`config.mk`:
```
export PLATFORM = sky130hd
export DESIGN_NAME = part_lookahead_adder
export DESIGN_NICKNAME = d
export VERILOG_FILES = /design/src/rtl/padd_pkg.sv /design/src/rtl/padd_control.sv /design/src/rtl/padd_lane_cla.sv /design/src/rtl/padd_datapath.sv /design/src/rtl/part_lookahead_adder.sv
export SDC_FILE = /design/constraint.sdc
export NUM_CORES = 1
export LEC_CHECK = 0
export BUFFER_PORTS_ARGS = -buffer_cell sky130_fd_sc_hd__buf_4
export CORE_ASPECT_RATIO = 1.1
export CORE_MARGIN = 2
export CORE_UTILIZATION = 41
export CTS_CLUSTER_DIAMETER = 120
export CTS_CLUSTER_SIZE = 20
export DETAILED_ROUTE_END_ITERATION = 10
export PLACE_DENSITY = 0.67
export SYNTH_ARGS = -nofsm -noshare
export SYNTH_HDL_FRONTEND = slang
export SYNTH_SLANG_ARGS = --single-unit
```
`constraint.sdc`:
```
create_clock -name clk -period 0.8 [get_ports clk]
set_input_delay 0.08 -clock clk [delete_from_list [all_inputs] [get_ports clk]]
set_output_delay 0.08 -clock clk [all_outputs]
set_load 0.01 [all_outputs]
```
`src/rtl/padd_pkg.sv`:
```
package padd_pkg;

  // Number of lanes the operand word is split into.
  localparam int NUM_LANES = 4;

  typedef enum logic [1:0] {
    MODE_BYTE  = 2'b00,
    MODE_HALF  = 2'b01,
    MODE_WORD  = 2'b10,
    MODE_ALIAS = 2'b11
  } addMode_e;

  // Strobes from control to datapath.
  // passMask[k]: the partition above lane k lets the carry pass.
  // topMask[k]:  lane k is the top lane of its group and reports its carry out.
  typedef struct packed {
    logic [NUM_LANES-1:0] passMask;
    logic [NUM_LANES-1:0] topMask;
  } laneCtl_t;

endpackage

```
`src/rtl/padd_control.sv`:
```
module padd_control
  import padd_pkg::*;
(
  input  logic [1:0] mode,
  output laneCtl_t   ctl
);

  // Lanes per group for the selected mode; the alias mode falls back to single lanes.
  int unsigned groupLanes;

  always_comb begin
    unique case (addMode_e'(mode))
      MODE_HALF: groupLanes = 2;
      MODE_WORD: groupLanes = NUM_LANES;
      default:   groupLanes = 1;
    endcase
  end

  // A partition passes unless its lane closes a group; the last lane always closes one.
  always_comb begin
    for (int k = 0; k < NUM_LANES; k++) begin
      ctl.passMask[k] = (((k + 1) % groupLanes) != 0) && (k != NUM_LANES - 1);
      ctl.topMask[k]  = ~ctl.passMask[k];
    end
  end

endmodule

```
`src/rtl/padd_lane_cla.sv`:
```
module padd_lane_cla #(
  parameter  int LANE_W = 8,
  localparam int SEG_W  = LANE_W + 1
) (
  input  logic [SEG_W-1:0]  gen,
  input  logic [SEG_W-1:0]  prop,
  input  logic              segCin,
  output logic [LANE_W-1:0] dataSum,
  output logic              groupGen,
  output logic              groupProp,
  output logic              laneCarry
);

  // Prefix terms over bits 0..i of this segment.
  logic [SEG_W-1:0] preGen;
  logic [SEG_W-1:0] preProp;
  logic [SEG_W:0]   carry;

  always_comb begin
    logic gAcc;
    logic pAcc;
    gAcc = 1'b0;
    pAcc = 1'b1;
    for (int i = 0; i < SEG_W; i++) begin
      gAcc       = gen[i] | (prop[i] & gAcc);
      pAcc       = pAcc & prop[i];
      preGen[i]  = gAcc;
      preProp[i] = pAcc;
    end
  end

  // Every carry is formed straight from the prefix terms and the segment carry-in.
  always_comb begin
    carry[0] = segCin;
    for (int i = 0; i < SEG_W; i++) begin
      carry[i+1] = preGen[i] | (preProp[i] & segCin);
    end
  end

  always_comb begin
    for (int i = 0; i < LANE_W; i++) begin
      dataSum[i] = prop[i] ^ carry[i];
    end
  end

  assign groupGen  = preGen[SEG_W-1];
  assign groupProp = preProp[SEG_W-1];
  // The carry into the partition position is the lane's own carry out.
  assign laneCarry = carry[LANE_W];

endmodule

```
`src/rtl/padd_datapath.sv`:
```
module padd_datapath
  import padd_pkg::*;
#(
  parameter  int LANE_W = 8,
  localparam int SEG_W  = LANE_W + 1,
  localparam int W      = LANE_W * NUM_LANES,
  localparam int XW     = SEG_W * NUM_LANES
) (
  input  logic [W-1:0]         opA,
  input  logic [W-1:0]         opB,
  input  logic                 cin,
  input  laneCtl_t             ctl,
  output logic [W-1:0]         sumOut,
  output logic [NUM_LANES-1:0] coutOut
);

  logic [XW-1:0]        extA;
  logic [XW-1:0]        extB;
  logic [XW-1:0]        bitGen;
  logic [XW-1:0]        bitProp;
  logic [NUM_LANES-1:0] segGen;
  logic [NUM_LANES-1:0] segProp;
  logic [NUM_LANES-1:0] segCin;
  logic [NUM_LANES-1:0] laneCarry;

  // Widen the operands: a pass partition is (1,0), a kill partition is (0,0).
  always_comb begin
    for (int k = 0; k < NUM_LANES; k++) begin
      extA[k*SEG_W +: LANE_W]  = opA[k*LANE_W +: LANE_W];
      extB[k*SEG_W +: LANE_W]  = opB[k*LANE_W +: LANE_W];
      extA[k*SEG_W + LANE_W]   = ctl.passMask[k];
      extB[k*SEG_W + LANE_W]   = 1'b0;
    end
  end

  assign bitGen  = extA & extB;
  assign bitProp = extA ^ extB;

  // Second lookahead level across the segments.
  always_comb begin
    logic gAcc;
    logic pAcc;
    gAcc      = 1'b0;
    pAcc      = 1'b1;
    segCin[0] = cin;
    for (int k = 0; k < NUM_LANES - 1; k++) begin
      gAcc        = segGen[k] | (segProp[k] & gAcc);
      pAcc        = pAcc & segProp[k];
      segCin[k+1] = gAcc | (pAcc & cin);
    end
  end

  for (genvar k = 0; k < NUM_LANES; k++) begin : g_seg
    padd_lane_cla #(.LANE_W(LANE_W)) u_lane (
      .gen      (bitGen[k*SEG_W +: SEG_W]),
      .prop     (bitProp[k*SEG_W +: SEG_W]),
      .segCin   (segCin[k]),
      .dataSum  (sumOut[k*LANE_W +: LANE_W]),
      .groupGen (segGen[k]),
      .groupProp(segProp[k]),
      .laneCarry(laneCarry[k])
    );
  end

  assign coutOut = laneCarry & ctl.topMask;

endmodule

```
`src/rtl/part_lookahead_adder.sv`:
```
module part_lookahead_adder
  import padd_pkg::*;
#(
  parameter  int LANE_W       = 8,
  parameter  bit REGISTER_OUT = 1'b1,
  localparam int W            = LANE_W * NUM_LANES
) (
  input  logic                 clk,
  input  logic                 rstN,
  input  logic [W-1:0]         opA,
  input  logic [W-1:0]         opB,
  input  logic                 cin,
  input  logic [1:0]           mode,
  output logic [W-1:0]         sum,
  output logic [NUM_LANES-1:0] cout
);

  laneCtl_t             ctl;
  logic [W-1:0]         nxtSum;
  logic [NUM_LANES-1:0] nxtCout;

  padd_control u_ctl (
    .mode(mode),
    .ctl (ctl)
  );

  padd_datapath #(.LANE_W(LANE_W)) u_dp (
    .opA    (opA),
    .opB    (opB),
    .cin    (cin),
    .ctl    (ctl),
    .sumOut (nxtSum),
    .coutOut(nxtCout)
  );

  if (REGISTER_OUT) begin : g_reg
    always_ff @(posedge clk or negedge rstN) begin
      if (!rstN) begin
        sum  <= '0;
        cout <= '0;
      end else begin
        sum  <= nxtSum;
        cout <= nxtCout;
      end
    end

    // the outputs follow the datapath by one clock
    assert_out_latency_R8: assert property (@(posedge clk) disable iff (!rstN)
      1'b1 |=> (sum == $past(nxtSum)) && (cout == $past(nxtCout)));
  end else begin : g_comb
    assign sum  = nxtSum;
    assign cout = nxtCout;
  end

  // the full-width mode matches a plain add, with the carry on the top lane
  assert_word_add_R3: assert property (@(posedge clk) disable iff (!rstN)
    (mode == 2'b10) |-> ({nxtCout[NUM_LANES-1], nxtSum} == ({1'b0, opA} + {1'b0, opB} + (W+1)'(cin))));

  // the lowest byte lane in byte mode
  assert_low_lane_R1: assert property (@(posedge clk) disable iff (!rstN)
    (mode == 2'b00) |-> ({nxtCout[0], nxtSum[LANE_W-1:0]} ==
      ({1'b0, opA[LANE_W-1:0]} + {1'b0, opB[LANE_W-1:0]} + (LANE_W+1)'(cin))));

  // a lane that passes its carry upward never reports a carry out
  assert_cout_nontop_R6: assert property (@(posedge clk) disable iff (!rstN)
    (nxtCout & ctl.passMask) == '0);

  // the alias mode blocks every partition
  assert_alias_blocks_R4: assert property (@(posedge clk) disable iff (!rstN)
    (mode == 2'b11) |-> (ctl.passMask == '0));

  // with a kill partition below lane 1, cin cannot reach lane 1
  assert_cin_isolated_R5: assert property (@(posedge clk) disable iff (!rstN)
    (mode == 2'b00) |-> (nxtSum[2*LANE_W-1:LANE_W] == opA[2*LANE_W-1:LANE_W] + opB[2*LANE_W-1:LANE_W]));

endmodule

```
==> results.yml <==
timing:
  fin_ws_ps: -1060
  whs_ps: 82.5
  relSlewSlack_pct: 68.5
  fmax_mhz: 537
  slew_viol_final: 0
  min_period_ps: 1860
  setup_tns_ps: -26830
  grt_setup_unrepaired: "yes"
  setup_violations: 70
  finalHoldViolCount: 0
  tightest_slew_ps: 472
  fin_crit_sh_pct: 233
run_status:
  failed_checks: "negative setup slack"
  run_status: "complete, but fails checks"
detailed_routing:
  vias_per_cell: 4.95
  avgRoutedWirePerCell_um: 13.6
  dr.pass1.iters: 4
  wirelength_mm: 7.00
  drt_iter0_markers: 64
  dr_total_vias: 2546
  drc: 0
  route.antenna.remaining_nets: 0
floorplan:
  num_io_pins: 105
  dieArea_sq_um: 6660
  fp.dieW_um: 78.0
  die_h_um: 85.4
  core_sq_um: 5810
  start_util_pct: 42.5
  rows: 29
grt:
  grt_max_degree: 37
  grt_pass1_vias: 2694
  grtUsageTotal_pct: 21.7
  antenna_found_initial: 0
  grt_pass1_wl_mm: 11.6
  overflow: 0
hold_path:
  hp-class: "input pin to register"
  hold_start: "cin"
worst_setup_path:
  crit_path_start_kind: "input pin"
  worstSetupPathType: "input pin to register"
  worstPathRequired_ps: 980
  cp-startpoint: "opB[0]"
  endpoint_kind: "register"
  cp.arrival_ps: 2050
  cp_max_fo: 3
clocking:
  cts-buffers-inserted: 5
  clock-sinks: 36
  root_buffer: "clkbuf_8"
  cts_max_path_buffers: 2
  cts.clk_slew.worst_paths_ps: 70
  ctsHtreeMaxLevel: 2
  cts_tree: "yes"
synthesis:
  ys_ff_latch: 36
  synth_common_cells: "36 x dfrtp_1, 33 x ha_1, 26 x a21oi_1"
  synth.distinct_cells: 43
  synth_flop_cell: "dfrtp_1"
  synth_top_area_share_pct: 36.5
  synth.most_common_cell: "dfrtp_1"
  synthTopCellsByArea: "dfrtp_1 37%, ha_1 17%, a21oi_1 5.3%"
  syn-cell-area_sq_um: 2470
  synth-edff-count: 0
  synth_largest_area_cell: "dfrtp_1"
  yosysWarnings: 0
  synth.yosys.seq_area_share_pct: 36.5
  avgSynthCellArea_sq_um: 10.1
  postSynthCellCount: 244
  synth_nets: 350
  synthArstFlopShare_pct: 100
power:
  ir_drop_uv: 827
  p_leak_nw: 2.22
  p_per_area_nw_per_um2: 1480
placed_design:
  place.gp.congestion: 0.795
  dp.cells: 494
  io_buffers: 104
  place_ws_ps: -1380
  hpwlAfterDp_mm: 5.32
finish:
  layout.nets: 542
  area_delta_synth_final_pct: 92.9
  antenna_cells: 0
  finalNonFillerCells: 514
  drive_gt1_share_pct: 61.6
flow_run:
  timing.max_cap.violations: 0
-- kinds of logic after synthesis --
logic type / count (synthesis) / share of synthesized area [%]
compound gates: 70 / 19.7
simple gates: 69 / 14.7
fa+ha+maj: 37 / 20.0
flops: 36 / 36.5
xor+xnor: 21 / 7.45
buf+inv: 11 / 1.67
-- cell type report --
| cell class | instances | area, sq um |
|---|---|---|
| clock buffers | 8 | 90.1 |
| repair buffers | 185 | 1610 |
| inverters | 11 | 41.3 |
| fillers | 346 | 1050 |
| multi-input cells | 197 | 2030 |
| flip-flops and latches | 36 | 901 |
| well taps | 77 | 96.3 |
-- timing repair --
item / CTS / global route
gates resized for setup: 85 / 20
pin swaps: 38 / 15
hold endpoints to repair: 36 / 0
buffers inserted: 10 / 2
hold buffers: 1 / 0
setup endpoints to repair: 70 / 70
-- critical path, cell delays in order --
cell and delay, ps:
buf_6 100, ha_4 260, a21oi_4 50, nand4b_1 250, a21o_1 250, nand2_2 80, and2_4 160, nor2_4 30
or2_4 220, fa_2 510, inv_1 40
-- registers in the layout, indices dropped and copies added (netlist names) --
signal	cells
cout	4
sum	32
-- where the power goes --
| group | internal [mW] | total [mW] | switching [mW] | leakage [nW] |
|---|---|---|---|---|
| logic | 2.03 | 3.39 | 1.36 | 1.75 |
| clock network | 0.702 | 1.33 | 0.632 | 0.0455 |
| registers | 2.17 | 2.34 | 0.169 | 0.423 |
| total | 4.90 | 7.06 | 2.16 | 2.22 |
-- path summary, 6_finish.rpt --
path / to / slack, ps / depth (start not counted)
worst max-delay path: sum[8] / -1060 / 11
worst min-delay path: sum[0] / 80 / 2
max in group asynchronous: sum[24] / 160 / 2
min in group asynchronous: sum[10] / 310 / 2
-- through the flow --
| step | area, sq um | util, % | total power, mW |
|---|---|---|---|
| after floorplan | 2730 | - | 3.62 |
| final | 4760 | 82.0 | 7.06 |
| after global routing | 4760 | 82.0 | 7.47 |
| after detailed placement | 4120 | 71.0 | 5.10 |
| after CTS | 4620 | 79.5 | 6.92 |
| after global placement | 4120 | 71.0 | 5.03 |
-- per-layer routing --
| layer | vias up | routed length (um) | track usage, % |
|---|---|---|---|
| li1 | 1262 | - | - |
| met1 | 1199 | 2830 | 25.5 |
| met2 | 73 | 3710 | 40.0 |
| met3 | 12 | 343 | 3.62 |
| met4 | 0 | 120 | 7.34 |
| met5 | - | 0 | 0 |
-- cells in the final DEF, fill, tap and decap left out, types with 3 or more instances in the layout --
cell,netlist,layout
buf_4,0,127
o211ai_1,3,3
dfrtp_1,36,36
nor2b_1,5,5
a21oi_4,0,5
o21ai_2,3,4
nor2_1,14,10
o21ai_1,0,3
buf_6,0,57
nand3_1,4,4
nor3_1,7,6
fa_2,0,3
xnor2_1,11,8
a21oi_1,26,10
or2_4,0,3
a21oi_2,0,11
xnor2_2,0,3
ha_4,0,16
and2_4,0,4
o21ai_0,11,5
a21o_1,6,6
ha_1,33,17
clkbuf_8,0,6
xor2_1,10,10
nand2_1,14,12
nor2_4,0,3
inv_1,11,10
(Power assumes the default switching activity.)
